--- config.mk ---
export PLATFORM = sky130hd
export DESIGN_NAME = cm_seq
export DESIGN_NICKNAME = d
export VERILOG_FILES = /design/src/rtl/cm_pkg.sv /design/src/rtl/cm_fetch.sv /design/src/rtl/cm_regfile.sv /design/src/rtl/cm_branch.sv /design/src/rtl/cm_seq.sv
export SDC_FILE = /design/constraint.sdc
export NUM_CORES = 1
export LEC_CHECK = 0
export CELL_PAD_IN_SITES_DETAIL_PLACEMENT = 1
export CELL_PAD_IN_SITES_GLOBAL_PLACEMENT = 1
export CORE_ASPECT_RATIO = 1.75
export CORE_MARGIN = 5
export CORE_UTILIZATION = 37
export DETAILED_ROUTE_END_ITERATION = 7
export PLACE_DENSITY = 0.8
export SYNTH_ARGS = -nofsm -noshare
export SYNTH_HDL_FRONTEND = slang
export SYNTH_SLANG_ARGS = --single-unit
--- constraint.sdc ---
create_clock -name clk -period 3.35 [get_ports clk]
set_input_delay 0.67 -clock clk [delete_from_list [all_inputs] [get_ports clk]]
set_output_delay 0.67 -clock clk [all_outputs]
set_load 0.005 [all_outputs]
--- src/rtl/cm_pkg.sv ---
package cm_pkg;
    localparam int INSTR_W = 24;
    localparam int OP_W    = 4;
    localparam int RF_W    = 3;
    localparam int OFF_W   = INSTR_W - OP_W - 2 * RF_W;
    localparam int NREG    = 2 ** RF_W;

    typedef enum logic [OP_W-1:0] {
        OP_CLR  = 4'd0,
        OP_INC  = 4'd1,
        OP_DEC  = 4'd2,
        OP_CPY  = 4'd3,
        OP_JZ   = 4'd4,
        OP_JE   = 4'd5,
        OP_JZD  = 4'd6,
        OP_JMP  = 4'd7,
        OP_RD   = 4'd8,
        OP_WR   = 4'd9,
        OP_HALT = 4'd10
    } op_e;

    typedef struct packed {
        op_e                     op;
        logic [RF_W-1:0]         ra;
        logic [RF_W-1:0]         rb;
        logic signed [OFF_W-1:0] off;
    } instr_t;

    function automatic logic signed [OFF_W-1:0] unit_step();
        return OFF_W'(1);
    endfunction
endpackage

--- src/rtl/cm_fetch.sv ---
module cm_fetch
    import cm_pkg::*;
#(
    parameter int PROG_LEN = 6,
    parameter int PC_W     = 3,
    parameter logic [PROG_LEN*INSTR_W-1:0] PROG = '0
) (
    input  logic [PC_W-1:0] pc,
    output instr_t          ins
);
    logic [INSTR_W-1:0] rom [PROG_LEN];

    for (genvar g = 0; g < PROG_LEN; g++) begin : g_rom
        assign rom[g] = PROG[g*INSTR_W +: INSTR_W];
    end

    assign ins = instr_t'(rom[pc]);
endmodule

--- src/rtl/cm_regfile.sv ---
module cm_regfile #(
    parameter int DATA_W = 16,
    parameter int NREG   = 8,
    localparam int AW    = $clog2(NREG)
) (
    input  logic              clk,
    input  logic              rst,
    input  logic              we,
    input  logic [AW-1:0]     waddr,
    input  logic [DATA_W-1:0] wdata,
    input  logic [AW-1:0]     raddr_a,
    input  logic [AW-1:0]     raddr_b,
    output logic [DATA_W-1:0] rdata_a,
    output logic [DATA_W-1:0] rdata_b,
    output logic [DATA_W-1:0] reg0
);
    logic [DATA_W-1:0] bank [NREG];

    for (genvar g = 0; g < NREG; g++) begin : g_reg
        always_ff @(posedge clk) begin
            if (rst) begin
                bank[g] <= '0;
            end else if (we && waddr == AW'(g)) begin
                bank[g] <= wdata;
            end
        end
    end

    assign rdata_a = bank[raddr_a];
    assign rdata_b = bank[raddr_b];
    assign reg0    = bank[0];
endmodule

--- src/rtl/cm_branch.sv ---
module cm_branch
    import cm_pkg::*;
#(
    parameter int PROG_LEN = 6,
    parameter int PC_W     = 3
) (
    input  logic [PC_W-1:0]         pc,
    input  logic signed [OFF_W-1:0] step,
    output logic [PC_W-1:0]         next_pc,
    output logic                    off_end
);
    localparam int T_W = ((PC_W > OFF_W) ? PC_W : OFF_W) + 2;
    localparam logic signed [T_W-1:0] LEN_S = T_W'(PROG_LEN);

    logic signed [T_W-1:0] tgt;

    assign tgt     = $signed({{(T_W-PC_W){1'b0}}, pc})
                   + $signed({{(T_W-OFF_W){step[OFF_W-1]}}, step});
    assign off_end = (tgt < 0) || (tgt >= LEN_S);
    assign next_pc = tgt[PC_W-1:0];
endmodule

--- src/rtl/cm_seq.sv ---
module cm_seq
    import cm_pkg::*;
#(
    parameter int DATA_W   = 16,
    parameter int PROG_LEN = 6,
    parameter logic [PROG_LEN*INSTR_W-1:0] PROG = {
        24'h900000, 24'h703FFE, 24'h100000,
        24'h620003, 24'h820000, 24'h800000},
    localparam int PC_W = $clog2(PROG_LEN + 1)
) (
    input  logic              clk,
    input  logic              rst,
    input  logic              in_valid,
    output logic              in_ready,
    input  logic [DATA_W-1:0] in_data,
    output logic              out_valid,
    input  logic              out_ready,
    output logic [DATA_W-1:0] out_data,
    output logic [DATA_W-1:0] result,
    output logic              done
);
    logic [PC_W-1:0]         pc_q;
    logic                    done_q;
    instr_t                  ins;
    logic [DATA_W-1:0]       va, vb, wd;
    logic                    we, take, halt, stall, adv, off_end;
    logic signed [OFF_W-1:0] step;
    logic [PC_W-1:0]         next_pc;

    cm_fetch #(.PROG_LEN(PROG_LEN), .PC_W(PC_W), .PROG(PROG)) u_fetch (
        .pc (pc_q),
        .ins(ins)
    );

    cm_regfile #(.DATA_W(DATA_W), .NREG(NREG)) u_rf (
        .clk    (clk),
        .rst    (rst),
        .we     (we && adv),
        .waddr  (ins.ra),
        .wdata  (wd),
        .raddr_a(ins.ra),
        .raddr_b(ins.rb),
        .rdata_a(va),
        .rdata_b(vb),
        .reg0   (result)
    );

    always_comb begin
        we   = 1'b0;
        wd   = va;
        take = 1'b0;
        halt = 1'b0;
        case (ins.op)
            OP_CLR:  begin we = 1'b1; wd = '0; end
            OP_INC:  begin we = 1'b1; wd = va + DATA_W'(1); end
            OP_DEC:  begin we = 1'b1; wd = (va == '0) ? '0 : va - DATA_W'(1); end
            OP_CPY:  begin we = 1'b1; wd = vb; end
            OP_JZ:   take = (va == '0);
            OP_JE:   take = (va == vb);
            OP_JZD:  begin
                take = (va == '0);
                we   = (va != '0);
                wd   = va - DATA_W'(1);
            end
            OP_JMP:  take = 1'b1;
            OP_RD:   begin we = 1'b1; wd = in_data; end
            OP_HALT: halt = 1'b1;
            default: ;
        endcase
    end

    assign stall = ((ins.op == OP_RD) && !in_valid) || ((ins.op == OP_WR) && !out_ready);
    assign adv   = !done_q && !stall;
    assign step  = take ? ins.off : unit_step();

    cm_branch #(.PROG_LEN(PROG_LEN), .PC_W(PC_W)) u_br (
        .pc     (pc_q),
        .step   (step),
        .next_pc(next_pc),
        .off_end(off_end)
    );

    always_ff @(posedge clk) begin
        if (rst) begin
            pc_q   <= '0;
            done_q <= 1'b0;
        end else if (adv) begin
            if (halt || off_end) begin
                done_q <= 1'b1;
            end else begin
                pc_q <= next_pc;
            end
        end
    end

    assign in_ready  = !done_q && (ins.op == OP_RD);
    assign out_valid = !done_q && (ins.op == OP_WR);
    assign out_data  = va;
    assign done      = done_q;
endmodule

==> flow_summary.yaml <==
run_status:
  status: "finished, violations left"
  violations: "setup timing"
sta:
  slew_headroom_pct: 49.8
  final.setup_skew_ns: 0.00658
  hold_slack_ns: 0.588
  setup-violations-final: 4
  clock.fmax_mhz: 279
  rsz0062_at_grt: "true"
  tightest_slew_ns: 0.754
  fin_crit_sh_pct: 107
  min_period_ns: 3.58
  hold_viol_final: 0
  slew_violations: 0
  setup_slack_ns: -0.235
logic_synthesis:
  yosys_warnings: 0
  ys.flop_type: "edfxtp_1"
  synth_edf_count: 32
  syn_nets: 386
  seq_area_frac_synth_pct: 33.9
  synth_area_sq_um: 3070
  ys_ff_latch: 36
  synthDistinctLibCells: 60
  synthArstFlopShare_pct: 0
  synth_area_per_cell_sq_um: 9.06
  synthCells: 339
worst_setup_path:
  path_class: "flop to flop"
  endpoint_kind: "flop"
  r2r_start: "u_rf.bank[1][14]"
  worst-endpoint-required_ns: 3.57
  arrival_ns: 3.81
  cp-start-kind: "flop"
  startpoint: "u_rf.bank[1][14]"
  crit_path_max_fanout: 4
global_routing:
  grt_max_degree: 17
  use_met1_pct: 25.9
  grt_pass1_wl_um: 21200
  use_met3_pct: 4.39
  grt_antenna_before_repair: 0
  track_usage_pct: 27.9
  gr-total-overflow: 0
  grt_pass1_vias: 3960
  use_met2_pct: 53.7
  top_usage_layer: "met2"
detailed_routing:
  wire_per_inst_um: 26.5
  viasPerCell: 6.31
  first_pass_iters: 5
  num_vias: 3622
  postRouteAntennaNets: 0
  drc: 0
  first_iter_violations: 251
  wl_um: 15200
floorplanning:
  start_util_pct: 37.4
  die_h_um: 131
  fp.dieArea_sq_um: 10300
  rows: 44
  pin_count: 55
  core_area_sq_um: 8200
  die_x_um: 78.9
layout:
  instances_no_fill: 574
  syn_to_final_growth_pct: 61.1
  antenna-diode-count: 0
  fin_nets: 528
  regArea_sq_um: 1040
  final_util_pct: 60.3
  multi_input_area_sq_um: 2280
  final_layout_size_suffix_gt1_share_pct: 38.8
  fillers: 895
power:
  ir_worst_vdd_mv: 0.649
  p_leak_nw: 1.98
  power-per-cell-area_nw_per_um2: 1090
clock_tree:
  cts_root_buffer: "clkbuf_16"
  cts-htree-levels: 2
  clk_path_buf_depth: 2
  clk_pin_slew_ns: 0.06
  worst_skew_pair.late_latency_ns: 0.30
  cts_hold_repair.buffers: 0
  cts_buffers: 5
  cts_tree: "done"
  clock_sinks: 36
placed_design:
  dp_slack_ns: -0.373
  gp_congestion: 0.923
  dp_hpwl_um: 9760
  io_buffer_count: 54
  post-place-cells: 550
hold_path:
  hold_path_class: "flop to flop"
  holdCritStartpoint: "done"
job:
  maxCapViolCount: 0
[layout make-up]
| cell class | instances | area share (%) |
|---|---|---|
| Multi-Input combinational cell | 274 | 46.1 |
| Clock inverter | 3 | 0.860 |
| Timing Repair Buffer | 151 | 26.1 |
| Clock buffer | 5 | 2.53 |
| Inverter | 13 | 0.986 |
| Tap cell | 92 | 2.33 |
| Sequential cell | 36 | 21.1 |
[cells in the mapped netlist, types with 3 or more instances]
cell type | number | share of area (%)
nor2_1 | 39 | 4.8
edfxtp_1 | 32 | 31
a21oi_1 | 27 | 4.4
ha_1 | 25 | 10
nand2_1 | 23 | 2.8
o21ai_0 | 18 | 2.9
nor3_1 | 14 | 2.3
mux2_2 | 13 | 4.8
inv_1 | 12 | 1.5
clkbuf_1 | 9 | 1.1
mux2i_1 | 9 | 2.9
nor4_1 | 8 | 1.6
nand3_1 | 7 | 1.1
or3_1 | 7 | 1.4
a21o_1 | 5 | 1.2
xnor2_1 | 5 | 1.4
a211oi_1 | 4 | 0.98
a31oi_1 | 4 | 0.81
buf_6 | 4 | 1.5
dfxtp_1 | 4 | 2.6
nor2b_1 | 4 | 0.81
o21a_1 | 4 | 0.98
o22ai_1 | 4 | 0.81
a22oi_1 | 3 | 0.73
and3_1 | 3 | 0.61
nand2b_1 | 3 | 0.61
nand4_1 | 3 | 0.61
nor3b_1 | 3 | 0.73
or2_2 | 3 | 0.61
[routing by layer]
layer  part of all wire (%)  wire (um)
met5                      0          0
met4                    7.5       1140
met3                    5.6        844
met2                     53       8050
met1                     34       5150
[registers in the layout (all words and copies together) (netlist names)]
| register | cells |
|---|---|
| done | 1 |
| u_rf.bank | 32 |
| pc_q | 3 |
[worst max-delay path, stage by stage, from the launching register on]
cell       delay [ns]
edfxtp_1         0.44
nor4_2           0.39
buf_4            0.17
nand4_1          0.13
a21o_1           0.23
nand2_2          0.10
a31oi_4          0.10
inv_2            0.10
ha_4             0.19
a21oi_2          0.17
nor2_2           0.08
o21ai_1          0.13
ha_2             0.18
nor4b_4          0.17
o21ai_1          0.10
nor3_2           0.16
nand4bb_1        0.22
or2_4            0.30
a21oi_1          0.15
[final timing paths]
kind / slack, ns / to / cells after the start
worst max-delay path: -0.23 / pc_q[2] / 18
worst min-delay path: 0.59 / done / 2
worst max register to register: -0.23 / pc_q[2] / 18
worst min register to register: 0.59 / done / 2
[placed cells by master (no fill, tap or decap), types with 8 or more instances in the layout]
master	Yosys	routed
ha_4	0	8
edfxtp_1	32	32
buf_4	0	93
nor2_1	39	35
inv_1	12	9
a21oi_1	27	21
clkdlybuf4s50_1	0	54
nand2_1	23	22
mux2_2	13	9
nor3_1	14	11
ha_1	25	14
o21ai_0	18	13
[report_power, final]
part | internal, mW | switching [mW] | total (mW)
Sequential | 0.721 | 0.145 | 0.866
Clock | 0.350 | 0.213 | 0.563
Combinational | 1.91 | 2.04 | 3.95
Total | 2.98 | 2.39 | 5.38
[cells by family (layout without fill, tap and decap cells)]
group	after synthesis	in the layout	share of synthesized area, %
AO/OA/AOI/OAI	94	94	20.0
XOR/XNOR	5	5	1.43
adder cells (fa/ha/maj)	27	27	11.5
buffers and inverters	29	172	4.60
flip-flops	36	36	33.9
multiplexers	22	22	7.70
AND/OR/NAND/NOR	126	126	20.9
[timing repair]
action / in CTS / in global routing
pin swaps: 14 / 17
buffers inserted: 12 / 4
endpoints found under the setup margin: 12 / 25
gates resized for setup: 32 / 47
[through the flow]
stage,TNS [ns],cell area (sq um),total power [mW]
global placement,-0.377,4290,3.97
finish,-0.696,4950,5.38
CTS,-0.000861,4680,4.85
global route,-1.76,4950,5.61
detailed placement,-1.42,4290,4.11
floorplan,0,3120,2.41
No activity file was read; power rests on OpenSTA's default activity.
